[config.mk]
export PLATFORM = sky130hd
export DESIGN_NAME = bufwin_xlate
export DESIGN_NICKNAME = d
export VERILOG_FILES = /design/src/rtl/bufwin_pkg.sv /design/src/rtl/bufwin_decode.sv /design/src/rtl/bufwin_regs.sv /design/src/rtl/bufwin_addr_gen.sv /design/src/rtl/bufwin_xlate.sv
export SDC_FILE = /design/constraint.sdc
export NUM_CORES = 1
export LEC_CHECK = 0
export ABC_AREA = 0
export BUFFER_PORTS_ARGS = -buffer_cell sky130_fd_sc_hd__buf_2
export CAP_MARGIN = 20
export CORE_ASPECT_RATIO = 0.75
export CORE_MARGIN = 3
export CORE_UTILIZATION = 50
export DETAILED_ROUTE_END_ITERATION = 10
export HOLD_SLACK_MARGIN = 0.1
export PLACE_DENSITY_LB_ADDON = 0.1
export SETUP_SLACK_MARGIN = 0.1
export SKIP_LAST_GASP = 1
export SYNTH_ARGS = -nofsm -noshare
export SYNTH_HDL_FRONTEND = slang
export SYNTH_SLANG_ARGS = --single-unit
[constraint.sdc]
create_clock -name clk -period 12.77 [get_ports clk]
set_clock_uncertainty 0.15 [all_clocks]
set_input_delay 0.6385 -clock clk [delete_from_list [all_inputs] [get_ports clk]]
set_output_delay 0.6385 -clock clk [all_outputs]
set_load 0.03 [all_outputs]
[src/rtl/bufwin_pkg.sv]
package bufwin_pkg;

  typedef enum logic [2:0] {
    RG_WIN_A  = 3'd0,
    RG_WIN_B  = 3'd1,
    RG_SEG    = 3'd2,
    RG_GAP    = 3'd3,
    RG_LOCAL  = 3'd4,
    RG_EXTREG = 3'd5
  } region_e;

  // index times unit size plus offset, in a width that cannot overflow
  function automatic logic [31:0] f_scaled(input logic [15:0] idx,
                                           input logic [15:0] unit,
                                           input logic [15:0] off);
    return 32'(idx) * 32'(unit) + 32'(off);
  endfunction

  function automatic logic [31:0] f_wrap(input logic [31:0] raw,
                                         input logic [31:0] mem_bytes);
    return raw % mem_bytes;
  endfunction

endpackage

[src/rtl/bufwin_decode.sv]
module bufwin_decode
  import bufwin_pkg::*;
#(
  parameter int WIN_A_KB   = 52,
  parameter int WIN_B_KB   = 4,
  parameter int NSEG       = 3,
  parameter int SEG_BYTES  = 2560,
  parameter int LOCAL_SPAN = 16,
  localparam int SEG_IDX_W = (NSEG > 1) ? $clog2(NSEG) : 1,
  localparam int LOC_W     = $clog2(LOCAL_SPAN)
) (
  input  logic [15:0]          addr,
  output region_e              region,
  output logic [SEG_IDX_W-1:0] seg_idx,
  output logic [15:0]          offset,
  output logic [LOC_W-1:0]     loc_off
);

  localparam int WIN_B_BASE = WIN_A_KB * 1024;
  localparam int SEG_BASE   = WIN_B_BASE + WIN_B_KB * 1024;
  localparam int GAP_BASE   = SEG_BASE + NSEG * SEG_BYTES;
  localparam int REG_BASE   = 65536 - 256;

  logic [31:0] a;
  assign a       = 32'(addr);
  assign loc_off = addr[LOC_W-1:0];

  always_comb begin
    region  = RG_GAP;
    seg_idx = '0;
    offset  = '0;
    if (a < 32'(WIN_B_BASE)) begin
      region = RG_WIN_A;
      offset = addr;
    end else if (a < 32'(SEG_BASE)) begin
      region = RG_WIN_B;
      offset = 16'(a - 32'(WIN_B_BASE));
    end else if (a < 32'(GAP_BASE)) begin
      region = RG_SEG;
      for (int i = 0; i < NSEG; i++) begin
        if (a >= 32'(SEG_BASE + i * SEG_BYTES)) begin
          seg_idx = SEG_IDX_W'(i);
          offset  = 16'(a - 32'(SEG_BASE + i * SEG_BYTES));
        end
      end
    end else if (a < 32'(REG_BASE)) begin
      region = RG_GAP;
    end else if (32'(addr[7:0]) < 32'(LOCAL_SPAN)) begin
      region = RG_LOCAL;
    end else begin
      region = RG_EXTREG;
    end
  end

endmodule

[src/rtl/bufwin_regs.sv]
module bufwin_regs #(
  parameter int NREG       = 5,
  parameter int LOCAL_SPAN = 16,
  localparam int LOC_W     = $clog2(LOCAL_SPAN)
) (
  input  logic                 clk,
  input  logic                 rst_n,
  input  logic                 rd_en,
  input  logic                 wr_en,
  input  logic [LOC_W-1:0]     loc_off,
  input  logic [7:0]           wdata,
  output logic [7:0]           rdata,
  output logic [NREG-1:0][15:0] val_q
);

  logic [7:0]       hold_q;
  logic [7:0]       stage_q;
  logic [LOC_W-2:0] idx;
  logic             is_hi;
  logic             idx_ok;

  assign idx    = loc_off[LOC_W-1:1];
  assign is_hi  = loc_off[0];
  assign idx_ok = 32'(idx) < 32'(NREG);

  // named events for the assertions
  logic lo_rd_evt, lo_wr_evt, hi_wr_evt;
  assign lo_rd_evt = rd_en && idx_ok && !is_hi;
  assign lo_wr_evt = wr_en && idx_ok && !is_hi;
  assign hi_wr_evt = wr_en && idx_ok &&  is_hi;

  always_ff @(posedge clk or negedge rst_n) begin
    if (!rst_n) begin
      val_q   <= '0;
      hold_q  <= '0;
      stage_q <= '0;
    end else begin
      if (lo_rd_evt) hold_q  <= val_q[idx][15:8];
      if (lo_wr_evt) stage_q <= wdata;
      if (hi_wr_evt) val_q[idx] <= {wdata, stage_q};
    end
  end

  always_comb begin
    rdata = 8'h00;
    if (idx_ok) rdata = is_hi ? hold_q : val_q[idx][7:0];
  end

  AST_HOLD_ONLY_ON_LO_READ: assert property (@(posedge clk) disable iff (!rst_n)
    !lo_rd_evt |=> $stable(hold_q));
  AST_REG_ONLY_ON_HI_WRITE: assert property (@(posedge clk) disable iff (!rst_n)
    !hi_wr_evt |=> $stable(val_q));
  AST_STAGE_ONLY_ON_LO_WRITE: assert property (@(posedge clk) disable iff (!rst_n)
    !lo_wr_evt |=> $stable(stage_q));

endmodule

[src/rtl/bufwin_addr_gen.sv]
module bufwin_addr_gen
  import bufwin_pkg::*;
#(
  parameter int NSEG       = 3,
  parameter int SEG_BYTES  = 2560,
  parameter int GRAN_BYTES = 1024,
  parameter int ADDR_W     = 24,
  parameter int MEM_BYTES  = 2 ** 24,
  localparam int NREG      = 2 + NSEG,
  localparam int SEG_IDX_W = (NSEG > 1) ? $clog2(NSEG) : 1
) (
  input  region_e               region,
  input  logic [SEG_IDX_W-1:0]  seg_idx,
  input  logic [15:0]           offset,
  input  logic [NREG-1:0][15:0] bases,
  output logic [ADDR_W-1:0]     buf_addr
);

  logic [31:0] seg_raw [NSEG];
  logic [31:0] win_a_raw, win_b_raw, raw;

  for (genvar g = 0; g < NSEG; g++) begin : g_seg
    assign seg_raw[g] = f_scaled(bases[2+g], 16'(SEG_BYTES), {4'b0, offset[11:0]});
  end

  assign win_a_raw = f_scaled(bases[0], 16'(GRAN_BYTES), offset);
  assign win_b_raw = f_scaled(bases[1], 16'(GRAN_BYTES), offset);

  always_comb begin
    case (region)
      RG_WIN_A: raw = win_a_raw;
      RG_WIN_B: raw = win_b_raw;
      RG_SEG:   raw = seg_raw[seg_idx];
      default:  raw = '0;
    endcase
  end

  assign buf_addr = ADDR_W'(f_wrap(raw, 32'(MEM_BYTES)));

endmodule

[src/rtl/bufwin_xlate.sv]
module bufwin_xlate
  import bufwin_pkg::*;
#(
  parameter int ADDR_W     = 24,
  parameter int MEM_BYTES  = 2 ** 24,
  parameter int WIN_A_KB   = 52,
  parameter int WIN_B_KB   = 4,
  parameter int NSEG       = 3,
  parameter int SEG_BYTES  = 2560,
  parameter int LOCAL_SPAN = 16
) (
  input  logic              clk,
  input  logic              rst_n,
  input  logic [15:0]       cpu_addr,
  input  logic              cpu_rd,
  input  logic              cpu_wr,
  input  logic [7:0]        cpu_wdata,
  output logic [7:0]        cpu_rdata,
  output logic [ADDR_W-1:0] buf_addr,
  output logic              buf_rd,
  output logic              buf_wr,
  input  logic [7:0]        buf_rdata,
  output logic              reg_sel,
  output logic [7:0]        reg_addr,
  input  logic [7:0]        reg_rdata
);

  localparam int NREG      = 2 + NSEG;
  localparam int SEG_IDX_W = (NSEG > 1) ? $clog2(NSEG) : 1;
  localparam int LOC_W     = $clog2(LOCAL_SPAN);

  region_e               region;
  logic [SEG_IDX_W-1:0]  seg_idx;
  logic [15:0]           offset;
  logic [LOC_W-1:0]      loc_off;
  logic [NREG-1:0][15:0] bases;
  logic [7:0]            loc_rdata;
  logic                  in_buf, in_local, in_ext, in_gap;

  bufwin_decode #(
    .WIN_A_KB(WIN_A_KB), .WIN_B_KB(WIN_B_KB), .NSEG(NSEG),
    .SEG_BYTES(SEG_BYTES), .LOCAL_SPAN(LOCAL_SPAN)
  ) u_decode (
    .addr(cpu_addr), .region(region), .seg_idx(seg_idx),
    .offset(offset), .loc_off(loc_off)
  );

  assign in_buf   = (region == RG_WIN_A) || (region == RG_WIN_B) || (region == RG_SEG);
  assign in_local = (region == RG_LOCAL);
  assign in_ext   = (region == RG_EXTREG);
  assign in_gap   = (region == RG_GAP);

  bufwin_regs #(.NREG(NREG), .LOCAL_SPAN(LOCAL_SPAN)) u_regs (
    .clk(clk), .rst_n(rst_n),
    .rd_en(cpu_rd && in_local), .wr_en(cpu_wr && in_local),
    .loc_off(loc_off), .wdata(cpu_wdata),
    .rdata(loc_rdata), .val_q(bases)
  );

  bufwin_addr_gen #(
    .NSEG(NSEG), .SEG_BYTES(SEG_BYTES), .GRAN_BYTES(1024),
    .ADDR_W(ADDR_W), .MEM_BYTES(MEM_BYTES)
  ) u_addr (
    .region(region), .seg_idx(seg_idx), .offset(offset),
    .bases(bases), .buf_addr(buf_addr)
  );

  assign buf_rd   = cpu_rd && in_buf;
  assign buf_wr   = cpu_wr && in_buf;
  assign reg_sel  = (cpu_rd || cpu_wr) && in_ext;
  assign reg_addr = cpu_addr[7:0];

  always_comb begin
    if (in_buf)        cpu_rdata = buf_rdata;
    else if (in_local) cpu_rdata = loc_rdata;
    else if (in_ext)   cpu_rdata = reg_rdata;
    else               cpu_rdata = 8'h00;
  end

  AST_STROBE_EXCLUSIVE: assert property (@(posedge clk) disable iff (!rst_n)
    (buf_rd || buf_wr) |-> !reg_sel);
  AST_GAP_QUIET: assert property (@(posedge clk) disable iff (!rst_n)
    in_gap |-> !(buf_rd || buf_wr || reg_sel));
  AST_GAP_READS_ZERO: assert property (@(posedge clk) disable iff (!rst_n)
    (in_gap && cpu_rd) |-> (cpu_rdata == 8'h00));
  AST_LOCAL_NOT_FORWARDED: assert property (@(posedge clk) disable iff (!rst_n)
    in_local |-> !reg_sel);
  AST_ADDR_IN_MEM: assert property (@(posedge clk) disable iff (!rst_n)
    (buf_rd || buf_wr) |-> (32'(buf_addr) < 32'(MEM_BYTES)));

endmodule

==> metrics.cfg, run 1 <==
[outcome]
status=finished clean

[logic_synthesis]
synthAdderAreaFrac=0.147
synth_compound_area_frac=0.172
yosys_warnings=0
yosys.area_share.simple=0.146
synth_area_um2=9150
synth-xor-area-share=0.0762
syn-mean-instance-area_um2=9.38
ys_seq_area_frac=0.263
synth-main-ff-cell=dfrtp_1
synth_top_family_by_area=compound AO/OA/AOI/OAI gates
ys_types=75
async_flop_share=1.00
synth_cells=975
synth_edf_count=0
syn_nets=1122
ys_ff_latch=96
muxShareOfSynthArea=0.157

[routing]
routed_wl_um=26900
viasPerCell=6.10
drt_iter0_markers=858
vias=7847
drt_pre_antenna_iters=7
wl_per_cell_um=20.9
drc_errors=0
antenna_left=0

[global_routing]
grt_pass1_vias=6995
track_usage=0.265
grt_start_max_net_pins=75
grt_antenna_before_repair=0
grt_pass1_wl_um=40900
grt-ovfl-total=0

[die]
fp.dieH_um=123
floorplan.rows=42
ios=87
initial_core_util=0.513
dieArea_um2=20000
die_w_um=162
core_area_um2=17800

[sta]
fin_setup_tns_ns=0
whs_ns=0.343
finalSetupViolCount=0
slew_headroom=0.347
worst_pin_slew_ns=0.980
max_freq_mhz=146
rsz0062_at_grt=false
fin_crit_ns=6.86
hold_viol_final=0
final-max-slew-violation-count=0
post-route-period-util=0.537

[placed_design]
io_buffers=86
gp_congestion=0.919
dp_hpwl_um=20800

[pwr]
p_comb_frac=0.136
p_sw_uw=191
ir_drop_uv=56.5
intPower_uw=467
p_sw_frac=0.291
pwr-share-seq=0.461
clock_power_share=0.403
leakage_nw=4.96
powerDensity_nw_per_um2=65.9

[cts]
clock_latency_ns=0.35
cts_root_buf=clkbuf_16
htreeDepth=3
cts_tree=built
path_clk_slew_ns=0.07
cts_buffers=9
cts_buffer_depth=2
cts_sinks=96

[critical_path]
path_buf_inv=2
slowest_delay_ns=0.56
worstPathCellList=buf_2, nor4_1, nand3_1, o21ai_0, nand3_1, nand2_1, nor2_1, o21ai_0, nand2_1, ha_1, fa_1, a21o_1, a21oi_1, o21bai_1, a21oi_1, nor2_1, or4_1, o21ai_0, buf_2
worstPathMaxFanout=15
critPathSlowestCell=or4_1
critical_path.top_delay_family=simple AND/OR/NAND/NOR gates
critical_path_class=in -> out
start_kind=input port
arrival_ns=6.07
worstSetupEndpointType=primary output
path_common_cell=o21ai_0
required_ns=11.98

[finish]
nFillCells=1627
layout-drive-gt1-share=0.210
fin_nets=1187
ff_latch_area_um2=2400
multi_input_area_um2=6380
final_cell_mix=ha_1 (96), dfrtp_1 (96), mux2_2 (88)
area_delta_synth_final_pct=9.28
num_antenna_cells=0

[worst_hold_path]
hold_path_class=reg -> reg

[run]
cap_violations=0

[power groups by stage]
| stage | clock network, mW | logic (mW) | registers, mW |
|---|---|---|---|
| finish | 0.265 | 0.0897 | 0.304 |
| floorplan | 0 | 0.0540 | 0.310 |
| CTS | 0.268 | 0.0894 | 0.304 |
| detailed placement | 0 | 0.0889 | 0.310 |
| global route | 0.280 | 0.0969 | 0.304 |
| global placement | 0 | 0.0885 | 0.310 |
[worst paths after layout]
check	from	to	slack [ns]	depth (start not counted)
worst max-delay path	cpu_addr[6]	buf_addr[18]	5.91	19
worst min-delay path	u_regs.hold_q[3]$_DFFE_PN0P_	u_regs.hold_q[3]$_DFFE_PN0P_	0.34	1
worst max register to register	u_regs.val_q[10]$_DFFE_PN0P_	u_regs.hold_q[2]$_DFFE_PN0P_	11.30	5
worst min register to register	u_regs.hold_q[3]$_DFFE_PN0P_	u_regs.hold_q[3]$_DFFE_PN0P_	0.34	1
max in group asynchronous	rst_n	u_regs.val_q[28]$_DFFE_PN0P_	10.67	3
min in group asynchronous	rst_n	u_regs.val_q[17]$_DFFE_PN0P_	0.56	2
[cell usage after synthesis (7+ instances only)]
master	n	share of area
o22ai_1	17	0.012
ha_1	96	0.13
o211ai_1	11	0.0090
nor2b_1	8	0.0055
or2_2	7	0.0048
nand2_1	62	0.025
nor3_1	19	0.010
clkbuf_1	20	0.0082
nor3b_1	8	0.0066
a211oi_1	12	0.0099
nor2_1	56	0.023
or3_1	8	0.0055
xnor2_1	53	0.051
o21a_1	16	0.013
inv_1	29	0.012
a21o_1	17	0.014
a21oi_1	63	0.034
nand2b_1	7	0.0048
and2_1	13	0.0089
xor2_1	24	0.023
nand4_1	8	0.0055
fa_1	7	0.015
nand3_1	22	0.012
a22oi_1	11	0.0090
dfrtp_1	96	0.26
o21ai_0	43	0.024
o221ai_1	10	0.0096
mux2i_1	42	0.046
nor4_1	8	0.0055
mux2_2	88	0.11
buf_4	12	0.0099
[state kept, by name, summed over array words and instances (netlist names)]
register	cells
u_regs.stage_q	8
u_regs.val_q	80
u_regs.hold_q	8
[area by class of cell]
| type | instances | area share |
|---|---|---|
| Clock buffer | 9 | 0.0225 |
| Sequential cell | 96 | 0.240 |
| Multi-Input combinational cell | 808 | 0.639 |
| Inverter | 29 | 0.0109 |
| Timing Repair Buffer | 96 | 0.0511 |
| Tap cell | 242 | 0.0303 |
| Clock inverter | 7 | 0.00613 |
[through the flow]
step                power [mW]  cells  area (um2)   util  worst slack, ns
floorplan                0.364    975        9150      -             7.10
global placement         0.398   1270        9700  0.544             6.06
detailed placement       0.399   1270        9700  0.544             5.93
CTS                      0.661   1287        9990  0.561             5.94
global route             0.681   1287        9990  0.561             5.45
finish                   0.659   1287        9990  0.561             5.91
[kinds of logic after synthesis]
family	after synthesis
buffers and inverters	71
XOR/XNOR	78
flip-flops	96
multiplexers	131
adder cells (fa/ha/maj)	103
AO/OA/AOI/OAI	241
AND/OR/NAND/NOR	255
[layer usage]
metal,GRT usage,part of all wire,vias up
met5,0,0,-
met4,0.0442,0.012,0
met3,0.0412,0.067,18
met2,0.386,0.42,256
met1,0.417,0.50,3815
li1,-,-,3758
[repair_timing]
item | 4_1_cts | 5_1_grt
hold buffers | 1 | 0
setup buffers | 0 | 0
setup endpoints to repair | 0 | 0
endpoints found under the hold margin | 22 | 0
resized for setup | 0 | 0
(Power assumes the default switching activity.)
==> run 2: changes to the inputs <==
==> constraint.sdc (replaced) <==
create_clock -name clk -period 6.45 [get_ports clk]
set_clock_uncertainty 0.15 [all_clocks]
set_input_delay 0.3225 -clock clk [delete_from_list [all_inputs] [get_ports clk]]
set_output_delay 0.3225 -clock clk [all_outputs]
set_load 0.03 [all_outputs]
==> run 2 against run 1 <==
- utilization increased by 0.11 points
- total power rose by 96%
- clock power rose by 94%
- non-clock buffer count up 3
- cell count grew 0.23%
- critical endpoint is now buf_addr[23]
- critical path depth is the same
- die area did not move
==> metrics.cfg, run 2 (synthesized netlist as in run 1, its figures left out) <==
[routing]
vias=7880
antenna_left=0
wl_per_cell_um=21.1
viasPerCell=6.11
drt_iter0_markers=719
drc_errors=0
drt_pre_antenna_iters=5
routed_wl_um=27200

[sta]
final-max-slew-violation-count=0
fin_ws_ns=0.540
fin_crit_ns=5.91
hold_viol_final=0
slew_headroom=0.312
post-route-period-util=0.916
worst_pin_slew_ns=1.03
fin_setup_tns_ns=0
max_freq_mhz=169
rsz0062_at_grt=false
finalSetupViolCount=0

[critical_path]
slowest_delay_ns=0.44
worstPathMaxFanout=14
worstRegToRegCells=5
start_kind=input port
regToRegSetupSlack_ns=4.99
worstSetupEndpointType=primary output
required_ns=5.98
arrival_ns=5.44
worstPathCellList=buf_2, inv_1, ha_1, or2_2, nor2_1, nand2_1, o21ai_0, ha_1, fa_1, a21o_1, nand2_1, nor3b_1, nand4_1, or3_1, a211oi_1, xnor3_1, nand2_1, a211o_1, buf_2
critPathSlowestCell=nor3b_1
path_common_cell=nand2_1
critical_path_class=in -> out
reg2reg_to=u_regs.hold_q[0]$_DFFE_PN0P_
r2r_start=u_regs.val_q[24]$_DFFE_PN0P_

[global_routing]
grt_pass1_vias=7258
grt_antenna_before_repair=0
track_usage=0.272
grt_pass1_wl_um=42200
grt_start_max_net_pins=79
grt-ovfl-total=0

[pwr]
leakage_nw=4.96
ir_drop_uv=134
powerDensity_nw_per_um2=129

[finish]
nFillCells=1663
regMostFlops=u_regs.val_q
final_cell_mix=ha_1 (96), dfrtp_1 (96), mux2_2 (88)
area_delta_synth_final_pct=9.50
largest_reg_flops=80
final_area_um2=10000
layout-drive-gt1-share=0.211
num_antenna_cells=0
reg_top3=u_regs.val_q: 80 flops, u_regs.hold_q: 8 flops, u_regs.stage_q: 8 flops
fin_nets=1190

[die]
floorplan.rows=42
fp.dieH_um=123
dieArea_um2=20000
core_area_um2=17800
die_w_um=162
ios=87
initial_core_util=0.513

[cts]
postCtsSetupBuffers=0
cts_sinks=96
cts_root_buf=clkbuf_16
path_clk_slew_ns=0.07
htreeDepth=3
cts_buffers=9
cts_buffer_depth=2
cts_tree=built
clock_latency_ns=0.35

[placed_design]
gp_congestion=0.935
dp_hpwl_um=21100
place_area_um2=9720
pre_cts_ws_ns=0.647
io_buffers=86

[worst_hold_path]
min_from=cpu_wdata[6]
holdPathStages=2
hold_path_class=in -> reg
min_to=u_regs.val_q[78]$_DFFE_PN0P_

[run]
cap_violations=0

[outcome]
status=finished clean

[run 2: layout make-up]
type	count	area (um2)	area share
repair buffers	99	533	0.0532
flip-flops and latches	96	2400	0.240
inverters	29	109	0.0109
multi-input cells	808	6380	0.637
well taps	242	303	0.0302
clock inverters	5	41.3	0.00412
clock buffers	11	243	0.0242
[run 2: through the flow]
step / std cells / hold slack (ns) / power (mW) / util
after floorplan: 975 / -0.123 / 0.720 / -
after global placement: 1273 / 0.0575 / 0.790 / 0.546
after detailed placement: 1273 / 0.0646 / 0.789 / 0.546
after CTS: 1290 / 0.130 / 1.30 / 0.562
after global routing: 1290 / 0.143 / 1.34 / 0.562
final: 1290 / 0.136 / 1.29 / 0.562
[run 2: critical path: cells and delay by family]
kind / cells / cell delay, ns
compound gates: 4 / 0.96
xor+xnor: 1 / 0.38
fa+ha+maj: 3 / 0.79
buf+inv: 3 / 0.70
simple gates: 8 / 2.27
[run 2: power breakdown]
part,internal (mW),switching (mW)
Sequential,0.602,0.0000371
Clock,0.275,0.240
Combinational,0.0544,0.123
Total,0.931,0.363
[run 2: worst max-delay path by stage]
stage                     slack (ns)           end         start
after global routing            0.26  buf_addr[20]   cpu_addr[6]
after detailed placement        0.65  buf_addr[23]  cpu_addr[13]
after floorplan                 1.41  buf_addr[23]  cpu_addr[13]
final                           0.54  buf_addr[23]  cpu_addr[13]
after global placement          0.81  buf_addr[23]  cpu_addr[13]
after CTS                       0.63  buf_addr[23]  cpu_addr[13]
[run 2: repair_timing]
item / CTS / global route
gates resized for setup: 0 / 0
hold buffers: 1 / 0
setup endpoints to repair: 0 / 0
endpoints found under the hold margin: 18 / 0
[run 2: metal layers]
layer	routed length [um]	GRT usage
met5	0	0
met4	421	0.0554
met3	1720	0.0412
met2	11200	0.392
met1	13800	0.429
